[config.mk]
export PLATFORM = sky130hd
export DESIGN_NAME = csr_exec_unit
export DESIGN_NICKNAME = d
export VERILOG_FILES = /design/src/rtl/csr_exec_unit.sv
export SDC_FILE = /design/constraint.sdc
export NUM_CORES = 1
export LEC_CHECK = 0
export ABC_AREA = 1
export ABC_CLOCK_PERIOD_IN_PS = 4500
export BUFFER_PORTS_ARGS = -buffer_cell sky130_fd_sc_hd__buf_2
export CAP_MARGIN = 25
export CORE_AREA = 2 2 110 112
export DETAILED_ROUTE_END_ITERATION = 12
export DIE_AREA = 0 0 112 114
export GPL_TIMING_DRIVEN = 1
export PLACE_DENSITY = 0.86
export SKIP_LAST_GASP = 1
export SYNTH_ARGS = -nofsm -noshare
export SYNTH_HDL_FRONTEND = slang
export SYNTH_SLANG_ARGS = --single-unit
[constraint.sdc]
create_clock -name clk -period 4.5 [get_ports clk]
set_clock_uncertainty 0.05 [all_clocks]
set_input_delay 0.9 -clock clk [delete_from_list [all_inputs] [get_ports clk]]
set_output_delay 0.9 -clock clk [all_outputs]
set_load 0.01 [all_outputs]
[src/rtl/csr_exec_unit.sv]
module csr_exec_unit #(
  parameter int XLEN = 32,
  parameter int TAGW = 4,
  parameter int ROBW = 5
) (
  input  logic            clk,
  input  logic            rst_n,
  input  logic            issue_valid,
  output logic            issue_ready,
  input  logic [2:0]      issue_op,
  input  logic [TAGW-1:0] issue_dst_tag,
  input  logic [TAGW-1:0] issue_src_tag,
  input  logic [XLEN-1:0] issue_src_val,
  input  logic [4:0]      issue_rs1_idx,
  input  logic [4:0]      issue_imm,
  input  logic [11:0]     issue_addr,
  input  logic [ROBW-1:0] issue_rob,
  input  logic            bcast_valid,
  input  logic [TAGW-1:0] bcast_tag,
  input  logic [XLEN-1:0] bcast_val,
  input  logic            precommit_valid,
  input  logic [ROBW-1:0] precommit_rob,
  input  logic [1:0]      priv,
  input  logic [1:0]      cnt_m_en,
  input  logic [1:0]      cnt_s_en,
  output logic [11:0]     csr_addr,
  input  logic            csr_present,
  input  logic [XLEN-1:0] csr_rdata,
  output logic            csr_we,
  output logic [XLEN-1:0] csr_wdata,
  output logic            res_valid,
  input  logic            res_ready,
  output logic [TAGW-1:0] res_dst_tag,
  output logic [XLEN-1:0] res_value,
  output logic            res_exc,
  output logic            exc_valid,
  output logic [ROBW-1:0] exc_rob,
  output logic [3:0]      exc_cause,
  output logic [XLEN-1:0] exc_pc
);
  localparam logic [3:0] CAUSE_ILLEGAL = 4'd2;

  typedef enum logic [1:0] {S_IDLE, S_WAIT, S_EXEC, S_RESP} st_t;
  st_t st;

  logic [2:0]      op_q;
  logic [TAGW-1:0] dst_q, src_tag_q;
  logic [XLEN-1:0] opnd_q, res_val_q;
  logic            opnd_rdy, zsrc_q, pc_seen, res_exc_q;
  logic [11:0]     addr_q;
  logic [ROBW-1:0] rob_q;

  wire imm_form = issue_op[2];
  wire [1:0] kind = op_q[1:0];

  logic            wants_write, cnt_sel, cnt_ok, illegal;
  logic [XLEN-1:0] new_val;

  always_comb begin
    wants_write = (kind == 2'b01) || (kind != 2'b00 && !zsrc_q);
    case (kind)
      2'b10:   new_val = csr_rdata | opnd_q;
      2'b11:   new_val = csr_rdata & ~opnd_q;
      default: new_val = opnd_q;
    endcase
    cnt_sel = (addr_q[11:1] == 11'h600);
    cnt_ok  = (priv == 2'd3) ||
              (cnt_m_en[addr_q[0]] && (priv != 2'd0 || cnt_s_en[addr_q[0]]));
    illegal = (kind == 2'b00) || !csr_present || (addr_q[9:8] > priv) ||
              (wants_write && addr_q[11:10] == 2'b11) || (cnt_sel && !cnt_ok);
  end

  always_ff @(posedge clk) begin
    if (!rst_n) begin
      st        <= S_IDLE;
      op_q      <= '0;
      dst_q     <= '0;
      src_tag_q <= '0;
      opnd_q    <= '0;
      opnd_rdy  <= 1'b0;
      zsrc_q    <= 1'b0;
      pc_seen   <= 1'b0;
      addr_q    <= '0;
      rob_q     <= '0;
      res_val_q <= '0;
      res_exc_q <= 1'b0;
    end else begin
      case (st)
        S_IDLE: if (issue_valid) begin
          op_q      <= issue_op;
          dst_q     <= issue_dst_tag;
          src_tag_q <= issue_src_tag;
          addr_q    <= issue_addr;
          rob_q     <= issue_rob;
          opnd_q    <= imm_form ? {{(XLEN-5){1'b0}}, issue_imm} : issue_src_val;
          opnd_rdy  <= imm_form || (issue_src_tag == '0);
          zsrc_q    <= imm_form ? (issue_imm == 5'd0) : (issue_rs1_idx == 5'd0);
          pc_seen   <= 1'b0;
          st        <= S_WAIT;
        end
        S_WAIT: begin
          if (!opnd_rdy && bcast_valid && bcast_tag == src_tag_q) begin
            opnd_q   <= bcast_val;
            opnd_rdy <= 1'b1;
          end
          if (precommit_valid && precommit_rob == rob_q) pc_seen <= 1'b1;
          if (opnd_rdy && pc_seen) st <= S_EXEC;
        end
        S_EXEC: begin
          res_val_q <= illegal ? '0 : csr_rdata;
          res_exc_q <= illegal;
          st        <= S_RESP;
        end
        default: if (res_ready) st <= S_IDLE;
      endcase
    end
  end

  assign issue_ready = (st == S_IDLE);
  assign csr_addr    = addr_q;
  assign csr_wdata   = new_val;
  assign csr_we      = (st == S_EXEC) && wants_write && !illegal;
  assign exc_valid   = (st == S_EXEC) && illegal;
  assign exc_rob     = rob_q;
  assign exc_cause   = CAUSE_ILLEGAL;
  assign exc_pc      = '0;
  assign res_valid   = (st == S_RESP);
  assign res_dst_tag = dst_q;
  assign res_value   = res_val_q;
  assign res_exc     = res_exc_q;
endmodule

=== Word level (Yosys, flattened, before mapping) ===
Cells that the tools add are included.

* Equal/unequal tests: 15
* Bitwise logic cells: 3
* Reductions and logical operators: 37
* Mux-type cells: 21
* Order comparisons: 2

{| class="wikitable"
|+ Operators by type and width
! operator !! number
|-
| two-way mux 32 bit || 4
|-
| case mux 32 bit (2 select lines) || 2
|-
| AND 32 bit || 1
|-
| NOT 32 bit || 1
|-
| OR 32 bit || 1
|-
| == test 2 bit, second input constant || 6
|-
| == test 11 bit, second input constant || 1
|-
| logical AND 1 bit || 11
|-
| logical NOT 5 bit || 2
|-
| two-way mux 1 bit || 9
|-
| AND reduction 3 bit || 3
|-
| logical OR 1 bit || 8
|-
| != test 2 bit, second input constant || 4
|-
| two-way mux 2 bit || 3
|-
| case mux 2 bit (3 select lines) || 1
|-
| nonzero test 2 bit || 3
|-
| == test 5 bit || 1
|-
| logical NOT 1 bit || 5
|-
| == test 2 x 1 -> 1 bit, second input constant || 2
|-
| == test 4 bit || 1
|-
| logical NOT 2 bit || 2
|-
| logical NOT 4 bit || 1
|-
| case mux 1 bit (2 select lines) || 2
|-
| nonzero test 4 bit || 1
|-
| other kinds (3) || 3
|}

* Output and inout port bits: 126
* Flip-flop bits (word level): 97
* Word-level logic and storage cells: 90

=== Logic depth before layout (Yosys ltp) ===
Gate-level depths: netlist of the first run.

* Depth after elaboration: 10
* Mapped depth: 11
* Gate-level depth less buffers: 10

=== Worst setup path before layout of the first run ===
OpenSTA, ideal clock, no wires.

* Path kind: input port to output port
* From: in priv[1]
* To: out exc_valid
* Data arrival time: 1.820 ns
* Cell stages on the path: 8
* Setup slack: 1.730 ns
* Path through: inv_1 -> ha_1 -> a22oi_1 -> nor2_1 -> nand2_2 -> nand2_4 -> inv_6 -> buf_12

* Word-level cells in the longest chain between the ends: 8
* Elaborated cells between the ends (all ways): 12
* Those cells by class: order compare (1); eq/ne (1); reduce/logical (10)

{| class="wikitable"
|+ Ends and longest elaborated chain
! what !! line !! RTL
|-
| from (decl) || 23 || <nowiki>input logic [1:0] priv,</nowiki>
|-
| nonzero test 2 bit || 68 || <nowiki>(cnt_m_en[addr_q[0]] && (priv != 2'd0 || cnt_s_en[addr_q[0]]));</nowiki>
|-
| logical OR 1 bit || 68 ||
|-
| logical AND 1 bit || 68 ||
|-
| logical OR 1 bit || 67 || <nowiki>cnt_ok = (priv == 2'd3) ||</nowiki>
|-
| logical NOT 1 bit || 70 || <nowiki>(wants_write && addr_q[11:10] == 2'b11) || (cnt_sel && !cnt_ok);</nowiki>
|-
| logical AND 1 bit || 70 ||
|-
| logical OR 1 bit * || 70 ||
|-
| logical AND 1 bit * || 123 || <nowiki>assign exc_valid = (st == S_EXEC) && illegal;</nowiki>
|-
| to (decl) || 36 || <nowiki>output logic exc_valid,</nowiki>
|}

Mark *: on every way between the ends. The rest lies on a longest branch, timed or not.

=== Final worst setup path of the first run ===
Ends and elaborated chain as after synthesis.

==> impl_metrics.toml, run 1 <==
[power_and_ir_drop]
switchingPower_mw = 1.83
power.density_nw_per_um2 = 640
swShare_pct = 43.3
p_leak_nw = 3.29
peakVddDrop_v = 0.000302
power_frac_seq_pct = 31.3
p_comb_share_pct = 50.9
clockPowerShare_pct = 17.8
power_mw = 4.22
intPower_mw = 2.40

[timing]
setup_ws_ns = 1.21
maxSlewHeadroom_pct = 33.4
finalSetupTns_ns = 0
rsz0062_at_grt = "false"
hold_slack_ns = 0.424
maxSlewViolCount = 0
fin_crit_ns = 3.29
max_freq_mhz = 304
setup_viol = 0
worstMarginPinSlew_ns = 0.999
hold_viol_final = 0
fin_crit_sh_pct = 73.0

[logic_synthesis]
synth_async_sr_flop_share_pct = 0
synth_top_area_share_pct = 37.0
syn_inst = 757
netlist_area_um2 = 5240
synth_fa_ha_area_share_pct = 1.43
ys_types = 31
synth_top_family_by_area = "simple AND/OR/NAND/NOR gates"
synth_area_leader_cell = "dfxtp_1"
synthMuxAreaShare_pct = 0
yosysWarnings = 0
synth_flop_cell = "dfxtp_1"
yosysMostFrequentCell = "nor2_1"
synth_xor_area_share_pct = 0.167
synth_edf_count = 0
avgSynthCellArea_um2 = 6.93
ys_seq_elements = 97
synth-simple-area-share_pct = 25.7
yosysSeqAreaShare_pct = 37.0
synth_commonest_cells = "nor2_1, a21oi_1, dfxtp_1"
synth_compound_area_share_pct = 22.0
synth_area_leaders = "dfxtp_1, a21oi_1, nor2_1, o21ai_0, nand2_1"

[run_status]
status = "completed"

[placement]
post-place-ws_ns = 1.21
portBuffers = 245
gp_congestion = 0.897
dp.cells = 1102
dp_hpwl_mm = 11.4
place_area_um2 = 6310

[worst_setup_path]
cp_data_arrival_time_ns = 2.34
crit_path_top_delay_cell = "inv_6"
cp_max_fo = 33
path_cells = "buf_2 -> inv_1 -> ha_1 -> a22oi_1 -> nor2_1 -> nand2_2 -> nand2_4 -> inv_6 -> buf_2"
critical_path_depth = 9
critPathMaxStageDelay_ns = 0.32
cp_common_cell = "buf_2"
critPathTopFamily = "buffers and inverters"
ff2ff_path_depth = 6
start_kind = "input port"
critical_path_class = "input port to output port"
critPathBufInv = 4
required_ns = 3.55
endpoint_kind = "output port"

[die]
die_width_um = 112
dieArea_um2 = 12800
initial_core_util_pct = 44.8
fp.dieH_um = 114
core_um2 = 11700
io_pins = 282
num_rows = 40

[global_route]
grt_max_degree = 62
grt_antenna_before_repair = 0
grt_pass1_wl_mm = 24.3
grtUsageTotal_pct = 23.4
overflow = 0
grt_pass1_vias = 5056

[clocking]
cts_setup_buffers = 0
clock_path_buffers = 2
clk_latency_ns = 0.33
cts.reportedPaths.clkPinSlew_ns = 0.06
htreeDepth = 3
postCtsResizedCells = 0
hold_buffers = 0
clockRootBuffer = "clkbuf_16"
cts_tree = "done"
clock_sinks = 97
cts_buffers = 9

[drt]
drt_pass1_iterations = 5
drc = 0
via_per_inst = 5.16
vias = 5759
antenna_left = 0
drtIter0Drc = 438
routed_wirelength_mm = 15.7
wl_per_cell_um = 14.1

[run]
cap_violations = 0

[layout]
syn_to_final_growth_pct = 25.8
fin_util_pct = 56.3
instances_no_fill = 1116
drive_gt1_share_pct = 31.4
antenna_cells = 0
fin_area_um2 = 6600
num-nets-final = 1128

[hold_path]
worstHoldPathCells = 2
hp-class = "flip-flop to flip-flop"
power by group through the flow:
stage          Clock, mW  Combinational (mW)  Sequential [mW]
2_1_floorplan          0                1.54             1.38
3_3_place_gp           0                2.08             1.32
3_5_place_dp           0                2.15             1.33
4_1_cts            0.766                2.15             1.32
5_1_grt            0.797                2.41             1.36
6_report           0.751                2.15             1.32
layer usage:
| metal | routed length, um | track usage [%] | share of wire [%] | vias up |
|---|---|---|---|---|
| met5 | 0 | 0 | 0 | - |
| met4 | 414 | 10.2 | 2.6 | 0 |
| met3 | 1070 | 4.04 | 6.8 | 40 |
| met2 | 7600 | 40.1 | 48 | 267 |
| met1 | 6640 | 29.1 | 42 | 2604 |
| li1 | - | - | - | 2848 |
worst min-delay path, stage by stage, from the launching register on:
cell and delay [ns]:
dfxtp_1 0.31, inv_1 0.07, a21oi_1 0.06
layout by cell type (no fill, tap or decap), types with 5 or more instances in the layout:
| cell | instances |
|---|---|
| a21oi_1 | 121 |
| a22oi_1 | 28 |
| buf_2 | 245 |
| buf_4 | 6 |
| clkbuf_16 | 9 |
| conb_1 | 36 |
| dfxtp_1 | 97 |
| ha_1 | 5 |
| inv_1 | 24 |
| nand2_1 | 78 |
| nand3_1 | 42 |
| nor2_1 | 157 |
| nor2_2 | 29 |
| o21ai_0 | 65 |
cells by family (layout without fill, tap and decap cells):
group | after synthesis | in the layout
compound gates | 216 | 216
xor+xnor | 1 | 1
fa+ha+maj | 6 | 6
buf+inv | 118 | 296
flops | 97 | 97
other cells | 2 | 36
simple gates | 317 | 317
path summary, 6_finish.rpt:
kind         slack (ns)         start            end
max                1.21       priv[1]      exc_valid
min                0.42  src_tag_q[2]   src_tag_q[2]
max reg2reg        1.96         st[0]  res_value[22]
min reg2reg        0.42  src_tag_q[2]   src_tag_q[2]
area by class of cell:
class,instances,area [um2]
Sequential cell,97,1940
Timing Repair Buffer,254,1350
Fill cell,1173,5110
Multi-Input combinational cell,576,2730
Clock inverter,3,42.5
Inverter,28,110
Tap cell,147,184
Clock buffer,11,243
registers in the layout (all words and copies together) (netlist names):
| name | flops |
|---|---|
| opnd_rdy | 1 |
| opnd_q | 32 |
| res_value | 32 |
| exc_rob | 5 |
| res_dst_tag | 4 |
| src_tag_q | 4 |
| pc_seen | 1 |
| op_q | 2 |
| res_exc | 1 |
| csr_addr | 12 |
| st | 2 |
| zsrc_q | 1 |
(Power assumes the default switching activity.)
==> run 2: changes to the inputs <==
ABC_CLOCK_PERIOD_IN_PS = 2800   (was 4500)
CORE_AREA = default   (was 2 2 110 112)
CORE_UTILIZATION = 41   (was default)
DIE_AREA = default   (was 0 0 112 114)
PLACE_DENSITY = 0.82   (was 0.86)
clock period = 2.8 ns   (was 4.5 ns; I/O delays follow)
==> impl_metrics.toml, run 2 (synthesis results as in run 1) <==
[run_status]
status = "completed"

[timing]
maxSlewViolCount = 0
rsz0062_at_grt = "false"
hold_viol_final = 0
finalSetupTns_ns = 0
fin_crit_ns = 2.24
worstMarginPinSlew_ns = 0.672
maxSlewHeadroom_pct = 55.1
fin_crit_sh_pct = 79.8
setup_viol = 0
max_freq_mhz = 447

[worst_setup_path]
cp_max_fo = 18
required_ns = 2.19
endpoint_kind = "output port"
cp_data_arrival_time_ns = 1.63
critical_path_class = "flip-flop to output port"
start_kind = "flip-flop"

[drt]
wl_per_cell_um = 13.4
drc = 0
antenna_left = 0
via_per_inst = 4.90
vias = 5606
routed_wirelength_mm = 15.3
drt_pass1_iterations = 5
drtIter0Drc = 340

[placement]
gp_congestion = 0.834
place_area_um2 = 6360
portBuffers = 245
dp_hpwl_mm = 11.1

[clocking]
postCtsResizedCells = 0
cts_setup_buffers = 0
htreeDepth = 3
clockRootBuffer = "clkbuf_16"
clock_sinks = 97
clock_path_buffers = 2
cts_buffers = 9
cts_tree = "done"
cts.reportedPaths.clkPinSlew_ns = 0.06
hold_buffers = 0
clk_latency_ns = 0.34

[power_and_ir_drop]
power_frac_seq_pct = 31.3
power.density_nw_per_um2 = 1020
p_comb_share_pct = 51.6
clockPowerShare_pct = 17.1
swShare_pct = 43.2
intPower_mw = 3.84
p_leak_nw = 3.30
switchingPower_mw = 2.92
peakVddDrop_v = 0.000475

[global_route]
grt_pass1_vias = 5012
grtUsageTotal_pct = 23.4
grt_max_degree = 67
grt_pass1_wl_mm = 24.2
overflow = 0
grt_antenna_before_repair = 0

[layout]
n_fill_cell = 1268
syn_to_final_growth_pct = 26.5
drive_gt1_share_pct = 31.7
layout_common_cells = "buf_2, nor2_1, a21oi_1"
antenna_cells = 0
fin_area_um2 = 6630
final_common_cell = "buf_2"
num-nets-final = 1134

[run]
cap_violations = 0

[die]
fp.dieH_um = 115
num_rows = 40
die_width_um = 115
dieArea_um2 = 13200
io_pins = 282
initial_core_util_pct = 42.8
core_um2 = 12300

[hold_path]
hp-class = "flip-flop to flip-flop"
-- run 2: cell count changes in the layout (fill, tap and decap cells not counted), sizes merged --
| cell | before | now |
|---|---|---|
| bufinv | 1 | 0 |
| clkbuf | 11 | 14 |
| buf | 254 | 260 |
-- run 2: final timing paths --
check	cells after the start	to	slack (ns)	start
worst min-delay path	2	src_tag_q[3]	0.41	src_tag_q[3]
worst max-delay path	8	exc_valid	0.56	op_q[1]
worst min register to register	2	src_tag_q[3]	0.41	src_tag_q[3]
worst max register to register	8	opnd_q[24]	0.70	st[1]
-- run 2: cell type report --
class / count / area, um2 / area share [%]
sequential: 97 / 1940 / 29.3
multi-input combinational: 576 / 2730 / 41.2
inverter: 28 / 110 / 1.66
clock buffer: 14 / 264 / 3.98
clock inverter: 2 / 12.5 / 0.189
timing repair buffer: 260 / 1360 / 20.6
tap: 168 / 210 / 3.17
-- run 2: through the flow --
step	instances	hold WS (ns)	utilization (%)	power, mW	setup slack [ns]
after CTS	1145	0.412	54.1	6.81	0.542
after floorplan	791	0.386	-	4.69	0.710
after global placement	1129	0.396	51.8	5.58	0.613
after detailed placement	1129	0.404	51.8	5.64	0.574
final	1145	0.413	54.1	6.76	0.565
after global routing	1145	0.424	54.1	7.37	0.421
-- run 2: worst max-delay path, stage by stage (launching register included) --
cell	delay [ns]
dfxtp_1	0.33
buf_4	0.25
or2_1	0.17
nand3_1	0.08
nor2_1	0.13
nand2_2	0.09
nand2_4	0.08
inv_6	0.04
buf_2	0.13
-- run 2: metal layers --
| layer | part of all wire, % | track usage (%) |
|---|---|---|
| met4 | 2.0 | 9.61 |
| met5 | 0 | 0 |
| met1 | 43 | 28.2 |
| met3 | 5.4 | 3.48 |
| met2 | 49 | 41.5 |
-- run 2: power groups by stage --
stage | Combinational (mW) | Sequential (mW) | Clock [mW]
floorplan | 2.47 | 2.22 | 0
global placement | 3.45 | 2.12 | 0
detailed placement | 3.51 | 2.14 | 0
CTS | 3.52 | 2.11 | 1.18
global route | 3.94 | 2.17 | 1.25
finish | 3.49 | 2.12 | 1.15
